## src/rtl/bfs_pkg.sv

```systemverilog
package bfs_pkg;
   localparam int TW_SHIFT = 0;
   localparam int TW_ACCUM = 1;

   function automatic int tw_width(input int max_log2);
      return (max_log2 > 1) ? max_log2 - 1 : 1;
   endfunction
endpackage

```

## src/rtl/bfs_stage_ctr.sv

```systemverilog
module bfs_stage_ctr #(
   parameter int CFG_W = 3
)(
   input  logic             clk,
   input  logic             rst_n,
   input  logic             load,
   input  logic [CFG_W-1:0] log2n,
   input  logic             adv,
   output logic [CFG_W-1:0] stage,
   output logic [CFG_W-1:0] nlog,
   output logic             final_stage
);
   logic [CFG_W-1:0] stage_q;
   logic [CFG_W-1:0] nlog_q;

   assign final_stage = (stage_q == (nlog_q - CFG_W'(1)));
   assign stage       = stage_q;
   assign nlog        = nlog_q;

   always_ff @(posedge clk or negedge rst_n) begin
      if (!rst_n) begin
         stage_q <= '0;
         nlog_q  <= '0;
      end else if (load) begin
         stage_q <= '0;
         nlog_q  <= log2n;
      end else if (adv && !final_stage) begin
         stage_q <= stage_q + CFG_W'(1);
      end
   end
endmodule

```

## src/rtl/bfs_pair_ctr.sv

```systemverilog
module bfs_pair_ctr #(
   parameter int IDX_W = 6,
   parameter int CFG_W = 3
)(
   input  logic             clk,
   input  logic             rst_n,
   input  logic             load,
   input  logic             step,
   input  logic [CFG_W-1:0] stage,
   input  logic [CFG_W-1:0] nlog,
   output logic [IDX_W-1:0] lo,
   output logic [IDX_W-1:0] hi,
   output logic [IDX_W-1:0] off,
   output logic             off_last,
   output logic             grp_last
);
   logic [IDX_W-1:0] grp_q;
   logic [IDX_W-1:0] off_q;
   logic [IDX_W:0]   half_w;
   logic [IDX_W:0]   size_w;
   logic [IDX_W:0]   n_w;

   assign half_w   = (IDX_W+1)'(1) << stage;
   assign size_w   = half_w << 1;
   assign n_w      = (IDX_W+1)'(1) << nlog;
   assign off_last = (({1'b0, off_q} + (IDX_W+1)'(1)) == half_w);
   assign grp_last = (({1'b0, grp_q} + size_w) == n_w);

   // group base is a multiple of the span and the offset is below half of
   // it, so the fields never overlap and OR replaces an adder
   assign lo  = grp_q | off_q;
   assign hi  = lo | half_w[IDX_W-1:0];
   assign off = off_q;

   always_ff @(posedge clk or negedge rst_n) begin
      if (!rst_n) begin
         grp_q <= '0;
         off_q <= '0;
      end else if (load) begin
         grp_q <= '0;
         off_q <= '0;
      end else if (step) begin
         if (off_last) begin
            off_q <= '0;
            if (grp_last) grp_q <= '0;
            else          grp_q <= grp_q + size_w[IDX_W-1:0];
         end else begin
            off_q <= off_q + IDX_W'(1);
         end
      end
   end
endmodule

```

## src/rtl/bfs_tw_shift.sv

```systemverilog
module bfs_tw_shift #(
   parameter int IDX_W = 6,
   parameter int TW_W  = 5,
   parameter int CFG_W = 3
)(
   input  logic [IDX_W-1:0] off,
   input  logic [CFG_W-1:0] stage,
   input  logic [CFG_W-1:0] nlog,
   output logic [TW_W-1:0]  tw
);
   logic [CFG_W-1:0] shamt;

   // stride N/span equals 2**(log2N - 1 - stage); offset times stride
   assign shamt = nlog - CFG_W'(1) - stage;
   assign tw    = TW_W'(off << shamt);
endmodule

```

## src/rtl/bfs_tw_accum.sv

```systemverilog
module bfs_tw_accum #(
   parameter int TW_W  = 5,
   parameter int CFG_W = 3
)(
   input  logic             clk,
   input  logic             rst_n,
   input  logic             load,
   input  logic             step,
   input  logic             off_last,
   input  logic [CFG_W-1:0] stage,
   input  logic [CFG_W-1:0] nlog,
   output logic [TW_W-1:0]  tw
);
   logic [TW_W-1:0]  acc_q;
   logic [TW_W-1:0]  stride;
   logic [CFG_W-1:0] shamt;

   assign shamt  = nlog - CFG_W'(1) - stage;
   assign stride = TW_W'(1) << shamt;
   assign tw     = acc_q;

   always_ff @(posedge clk or negedge rst_n) begin
      if (!rst_n)           acc_q <= '0;
      else if (load)        acc_q <= '0;
      else if (step) begin
         if (off_last)      acc_q <= '0;
         else               acc_q <= acc_q + stride;
      end
   end
endmodule

```

## src/rtl/bfs_sched.sv

```systemverilog
module bfs_sched
   import bfs_pkg::*;
#(
   parameter int MAX_LOG2 = 6,
   parameter int CFG_W    = 3,
   parameter int TW_MODE  = TW_SHIFT,
   localparam int IDX_W   = MAX_LOG2,
   localparam int TW_W    = tw_width(MAX_LOG2)
)(
   input  logic             clk,
   input  logic             rst_n,
   input  logic             start_i,
   input  logic [CFG_W-1:0] log2n_i,
   input  logic             ready_i,
   output logic             valid_o,
   output logic [IDX_W-1:0] lo_idx_o,
   output logic [IDX_W-1:0] hi_idx_o,
   output logic [TW_W-1:0]  tw_idx_o,
   output logic             last_o
);
   initial begin
      if (MAX_LOG2 < 1)
         $fatal(1, "bfs_sched: MAX_LOG2 must be at least 1");
      if (MAX_LOG2 >= (1 << CFG_W))
         $fatal(1, "bfs_sched: CFG_W too narrow for MAX_LOG2");
      if (TW_MODE != TW_SHIFT && TW_MODE != TW_ACCUM)
         $fatal(1, "bfs_sched: unknown TW_MODE");
   end

   logic             busy_q;
   logic             cfg_ok;
   logic             launch;
   logic             step;
   logic             final_stage;
   logic             off_last;
   logic             grp_last;
   logic [CFG_W-1:0] stage;
   logic [CFG_W-1:0] nlog;
   logic [IDX_W-1:0] off;

   assign cfg_ok = (log2n_i != '0) && (32'(log2n_i) <= 32'(MAX_LOG2));
   assign launch = start_i && !busy_q && cfg_ok;
   assign step   = busy_q && ready_i;
   assign valid_o = busy_q;
   assign last_o  = busy_q && final_stage && grp_last && off_last;

   always_ff @(posedge clk or negedge rst_n) begin
      if (!rst_n)                 busy_q <= 1'b0;
      else if (launch)            busy_q <= 1'b1;
      else if (step && last_o)    busy_q <= 1'b0;
   end

   bfs_stage_ctr #(.CFG_W(CFG_W)) stage_i (
      .clk         (clk),
      .rst_n       (rst_n),
      .load        (launch),
      .log2n       (log2n_i),
      .adv         (step && off_last && grp_last),
      .stage       (stage),
      .nlog        (nlog),
      .final_stage (final_stage)
   );

   bfs_pair_ctr #(.IDX_W(IDX_W), .CFG_W(CFG_W)) pair_i (
      .clk      (clk),
      .rst_n    (rst_n),
      .load     (launch),
      .step     (step),
      .stage    (stage),
      .nlog     (nlog),
      .lo       (lo_idx_o),
      .hi       (hi_idx_o),
      .off      (off),
      .off_last (off_last),
      .grp_last (grp_last)
   );

   generate
      if (TW_MODE == TW_ACCUM) begin : g_tw_accum
         bfs_tw_accum #(.TW_W(TW_W), .CFG_W(CFG_W)) tw_i (
            .clk      (clk),
            .rst_n    (rst_n),
            .load     (launch),
            .step     (step),
            .off_last (off_last),
            .stage    (stage),
            .nlog     (nlog),
            .tw       (tw_idx_o)
         );
      end else begin : g_tw_shift
         bfs_tw_shift #(.IDX_W(IDX_W), .TW_W(TW_W), .CFG_W(CFG_W)) tw_i (
            .off   (off),
            .stage (stage),
            .nlog  (nlog),
            .tw    (tw_idx_o)
         );
      end
   endgenerate
endmodule

```

## config.mk

```make
export PLATFORM = sky130hd
export DESIGN_NAME = bfs_sched
export DESIGN_NICKNAME = d
export VERILOG_FILES = /design/src/rtl/bfs_pkg.sv /design/src/rtl/bfs_stage_ctr.sv /design/src/rtl/bfs_pair_ctr.sv /design/src/rtl/bfs_tw_shift.sv /design/src/rtl/bfs_tw_accum.sv /design/src/rtl/bfs_sched.sv
export SDC_FILE = /design/constraint.sdc
export NUM_CORES = 1
export LEC_CHECK = 0
export BUFFER_PORTS_ARGS = -buffer_cell sky130_fd_sc_hd__buf_2
export CELL_PAD_IN_SITES_DETAIL_PLACEMENT = 1
export CELL_PAD_IN_SITES_GLOBAL_PLACEMENT = 2
export CORE_UTILIZATION = 36
export DETAILED_ROUTE_END_ITERATION = 10
export GPL_TIMING_DRIVEN = 0
export PLACE_DENSITY = 0.82
export SYNTH_ARGS = -nofsm -noshare
export SYNTH_HDL_FRONTEND = slang
export SYNTH_SLANG_ARGS = --single-unit
```

## constraint.sdc

```tcl
create_clock -name clk -period 3.9 [get_ports clk]
set_input_delay 0.39 -clock clk [delete_from_list [all_inputs] [get_ports clk]]
set_output_delay 0.39 -clock clk [all_outputs]
set_load 0.005 [all_outputs]
```

-- After elaboration in Yosys (flattened, before gate mapping)
Index checks and enable logic that the tools add are counted.
- multiplexer cells: 11
- equality and inequality tests: 3
- order comparisons: 1
- shift operators: 3
- add/subtract/negate cells: 7
- bitwise gates (word level): 2
- reductions and logical operators: 19
- operators with widths (cell ; count):
    2-to-1 mux 6 bit ; 7
    equality test 7 bit ; 2
    << shifter 1 x 3 -> 7 bit, first input constant ; 2
    bitwise OR 6 bit ; 2
    logical AND 1 bit ; 11
    nonzero test 2 bit ; 4
    adder 6 x 1 -> 7 bit, second input constant ; 1
    adder 6 x 7 -> 7 bit ; 1
    adder 6 x 1 -> 6 bit, second input constant ; 1
    adder 6 bit ; 1
    2-to-1 mux 3 bit ; 2
    << shifter 6 x 3 -> 5 bit ; 1
    adder 3 x 1 -> 3 bit, second input constant ; 1
    equality test 3 bit ; 1
    less-or-equal comparator 3 bit, second input constant ; 1
    nonzero test 3 bit ; 1
    subtractor 3 x 1 -> 3 bit, second input constant ; 1
    subtractor 3 bit ; 1
    logical NOT 1 bit ; 2
    2-to-1 mux 1 bit ; 2
    AND reduction 2 bit ; 1
- register bits after elaboration: 19
- logic and storage cells: 51
- bits of input ports: 7
- output and inout port bits: 19

-- Logic depth before layout (Yosys ltp)
- word-level depth: 8
- depth in mapped cells: 13
- mapped depth without buffers: 13

-- By module
A second synthesis with hierarchy kept.
- cell total of the unflattened synthesis: 218
- area, all modules: 1891.8 um^2
- modules (own cells, without submodules) (module ; cells each ; sequential area each (um^2) ; area an instance (um^2) ; instances):
    bfs_pair_ctr ; 154 ; 275.3 ; 1239.9 ; 1
    bfs_stage_ctr ; 35 ; 150.1 ; 387.9 ; 1
    bfs_tw_shift ; 20 ; 0.0 ; 183.9 ; 1
    bfs_sched ; 9 ; 25.0 ; 80.1 ; 1

-- Worst setup path before layout
Ideal clock, no wire load.
- path kind: register -> output
- from: register stage_i.stage_q[1], in the netlist stage_i.stage[1]
- to: output last_o
- required time: 3.510 ns
- setup slack: 0.525 ns
- data arrival time: 2.985 ns
- stages on the path, launching flop included: 12
- cell sequence: dfrtp_1 inv_1 ha_1 nand2b_1 xnor2_1 ha_1 nor2_2 or4b_1 o311a_1 or3b_4 nor4b_4 and4_2
- word-level cells in the longest chain between the ends: 5
- ends and longest elaborated chain (item ; RTL line ; RTL):
    start: declaration ; bfs_stage_ctr.sv:13 ; logic [CFG_W-1:0] stage_q;
    start signal: assignment ; bfs_stage_ctr.sv:28 ; stage_q <= stage_q + CFG_W'(1);
    << shifter 1 x 3 -> 7 bit ; bfs_pair_ctr.sv:23 ; assign half_w = (IDX_W+1)'(1) << stage;
    adder 6 x 7 -> 7 bit ; bfs_pair_ctr.sv:27 ; assign grp_last = (({1'b0, grp_q} + size_w) == n_w);
    equality test 7 bit ; bfs_pair_ctr.sv:27 ;
    logical AND 1 bit ; bfs_sched.sv:45 ; assign last_o = busy_q && final_stage && grp_last && off_last;
    logical AND 1 bit * ; bfs_sched.sv:45 ;
    end: declaration ; bfs_sched.sv:19 ; output logic last_o
Every way passes the cells marked *; elsewhere a longest branch is shown, timed or not.

-- Worst setup path after layout
- from: register stage_i.stage_q[0], in the netlist stage_i.stage[0]
- to: output last_o
The elaborated chain is that of the path after synthesis.

==> impl_metrics.ini <==
[outcome]
outcome = finished clean

[clocking]
cts_tree = done
insertion_delay_ns = 0.26
htreeDepth = 1
clk_path_buf_depth = 2
clkTransAtPathRegs_ns = 0.08
cts_root_buffer = clkbuf_8
cts.sinks = 18
ctsHoldBuffers = 0
numCtsBuffers = 3

[global_routing]
antenna_found_initial = 0
track_usage_pct = 19.45
gr-total-overflow = 0
grt_max_degree = 19
grt_pass1_wl_mm = 8.114
grt_pass1_vias = 1598

[routing]
drt-initial-drc-count = 59
post-route-drc-count = 0
wl_mm = 4.939
wire_per_inst_um = 15.78
ant_nets = 0
vias = 1603
dr.pass1.iters = 4
viasPerCell = 5.121

[sta]
setup-violations-final = 0
finalMaxSlewViolations = 0
fin_crit_ns = 3.777
fmax_mhz = 264.7
fin_crit_sh_pct = 96.85
hold-worst-slack_ns = 0.06227
setup_slack_ns = 0.1227
skew_ns = 0.006298
worst_pin_slew_ns = 0.5028
hold_viol = 0
relSlewSlack_pct = 66.24

[critical_path]
worst-setup-path-type = flip-flop to output port
worstPathMaxFanout = 5
cp-end-kind = output port
startpoint_type = flip-flop
cp.required_ns = 3.51
critPathArrivalTime_ns = 3.39

[yosys]
synth_flop_cell = dfrtp_1
synth-seq-cells = 18
synth_nets = 233
synth_top_family_by_area = simple AND/OR/NAND/NOR gates
synth_seq_area_share_pct = 23.81
yosys.area_share.simple_pct = 23.74
netlist_area_um2 = 1892
synthCells = 207
async_flop_share_pct = 100.0
synth_warnings = 0
synth_fa_ha_area_share_pct = 12.96
synth.distinct_cells = 52
synth_mux_area_share_pct = 6.680
synth_edf_count = 0
synth_xor_area_share_pct = 12.70
syn_avg_cell_area_um2 = 9.139
synth_compound_area_share_pct = 13.62

[placement]
post-dp-hpwl_mm = 3.807
pre_cts_slack_ns = 0.01180
gp_congestion = 0.7862
port_buffers = 25

[power]
peakVddDrop_mv = 0.3827
p_leak_nw = 1.084
power_mw = 1.943
power.density_nw_per_um2 = 855.1

[layout]
antenna_cells = 0
final_cell_mix = buf_2, nand2_1, dfrtp_1
areaGrowthSynthToFinish_pct = 20.11
layout-drive-gt1-share_pct = 29.63
nets = 270
final_common_cell = buf_2

[die]
start_util_pct = 37.28
dieArea_um2 = 5549
io-pin-count = 26
die_y_um = 74.49
fp.coreArea_um2 = 5075
row_count = 26
die_x_um = 74.49

[job]
maxCapViolCount = 0

[min_path]
min_path_type = input pin to asynchronous set/reset pin
## metrics by stage
stage          instance area, um^2  std cells  util, %  TNS [ns]
2_1_floorplan                 1892        207        -         0
3_3_place_gp                  2105        302    41.47         0
3_5_place_dp                  2105        302    41.47         0
4_1_cts                       2183        308    43.02         0
5_1_grt                       2272        313    44.77  -0.02166
6_report                      2272        313    44.77         0
## area by class of cell
cell class | count | area, um^2
Buffer | 10 | 77.57
Clock buffer | 4 | 55.05
Fill cell | 633 | 2803
Inverter | 12 | 48.80
Multi-Input combinational cell | 167 | 1374
Sequential cell | 18 | 451.7
Tap cell | 70 | 87.58
Timing Repair Buffer | 32 | 177.7
## where the power goes
group	total [mW]	internal [mW]	leakage [nW]	switching, mW
Sequential	0.324	0.247	0.232	0.0761
Clock	0.156	0.0897	0.0288	0.0663
Combinational	1.46	0.723	0.823	0.740
Total	1.94	1.06	1.08	0.883
## kinds of logic (layout without fill, tap and decap cells)
group	after synthesis	count (layout)
simple gates	76	76
compound gates	36	36
xor+xnor	24	24
buf+inv	22	58
fa+ha+maj	19	19
flops	18	18
mux	12	12
## sequential cells by signal, indices dropped and copies added, names as in the netlist
register and flops:
pair_i.off 6, pair_i.grp_q 5, stage_i.nlog 3, stage_i.stage 3
valid_o 1
## Yosys cell counts, drive strengths merged (2+ instances only)
master,number,share of area (%)
o221ai,2,0.93
and2,3,0.99
nand3,5,1.3
mux2,5,3.0
ha,18,12
o21ai,6,1.6
o21bai,3,1.2
dfrtp,18,24
nor2,9,1.9
nor3,5,1.3
a31oi,2,0.66
a21oi,6,1.6
or2,6,2.0
a22o,6,2.8
a211oi,2,0.79
buf,7,3.0
inv,12,2.4
and3,5,1.7
xor2,7,3.2
nand4,3,0.99
nor3b,3,1.8
a21o,2,0.79
or3,3,0.99
nand2,21,4.2
clkbuf,3,1.1
mux2i,7,3.7
xor3,2,2.5
xnor2,15,6.9
nand2b,5,1.7
## metal layers
layer,routed length [um],vias to the layer above,GRT usage (%)
li1,-,809,-
met1,2374,767,25.92
met2,2438,25,34.43
met3,112,2,2.846
met4,13,0,1.887
met5,0,-,0
## worst max-delay path, cell delays in order, from the launching register on
cell     delay (ns)
dfrtp_2        0.43
inv_1          0.10
ha_1           0.18
nand2_1        0.10
inv_1          0.13
ha_4           0.19
ha_4           0.23
nor2_4         0.08
or4b_4         0.46
o311a_1        0.15
or3b_4         0.41
nor4b_4        0.33
and4_4         0.26
buf_2          0.10
## timing repair
action	in CTS	in global routing
pin swaps	1	3
setup endpoints to repair	1	4
gates resized for setup	5	8
setup buffers	2	5
cloned	0	0
endpoints found under the hold margin	0	0
## worst paths after layout
kind / start / endpoint / slack (ns) / cells past startpoint
min in group clk: log2n_i[0] / stage_i.nlog[0]$_DFFE_PN0P_ / 0.39 / 2
max reg2reg: stage_i.stage[0]$_DFFE_PN0P_ / stage_i.stage[1]$_DFFE_PN0P_ / 0.28 / 15
max in group asynchronous: rst_n / stage_i.stage[0]$_DFFE_PN0P_ / 3.50 / 1
min: rst_n / pair_i.off[2]$_DFFE_PN0P_ / 0.06 / 1
max: stage_i.stage[0]$_DFFE_PN0P_ / last_o / 0.12 / 13
min reg2reg: pair_i.grp_q[5]$_DFFE_PN0P_ / pair_i.grp_q[5]$_DFFE_PN0P_ / 0.54 / 1
(Power assumes the default switching activity.)
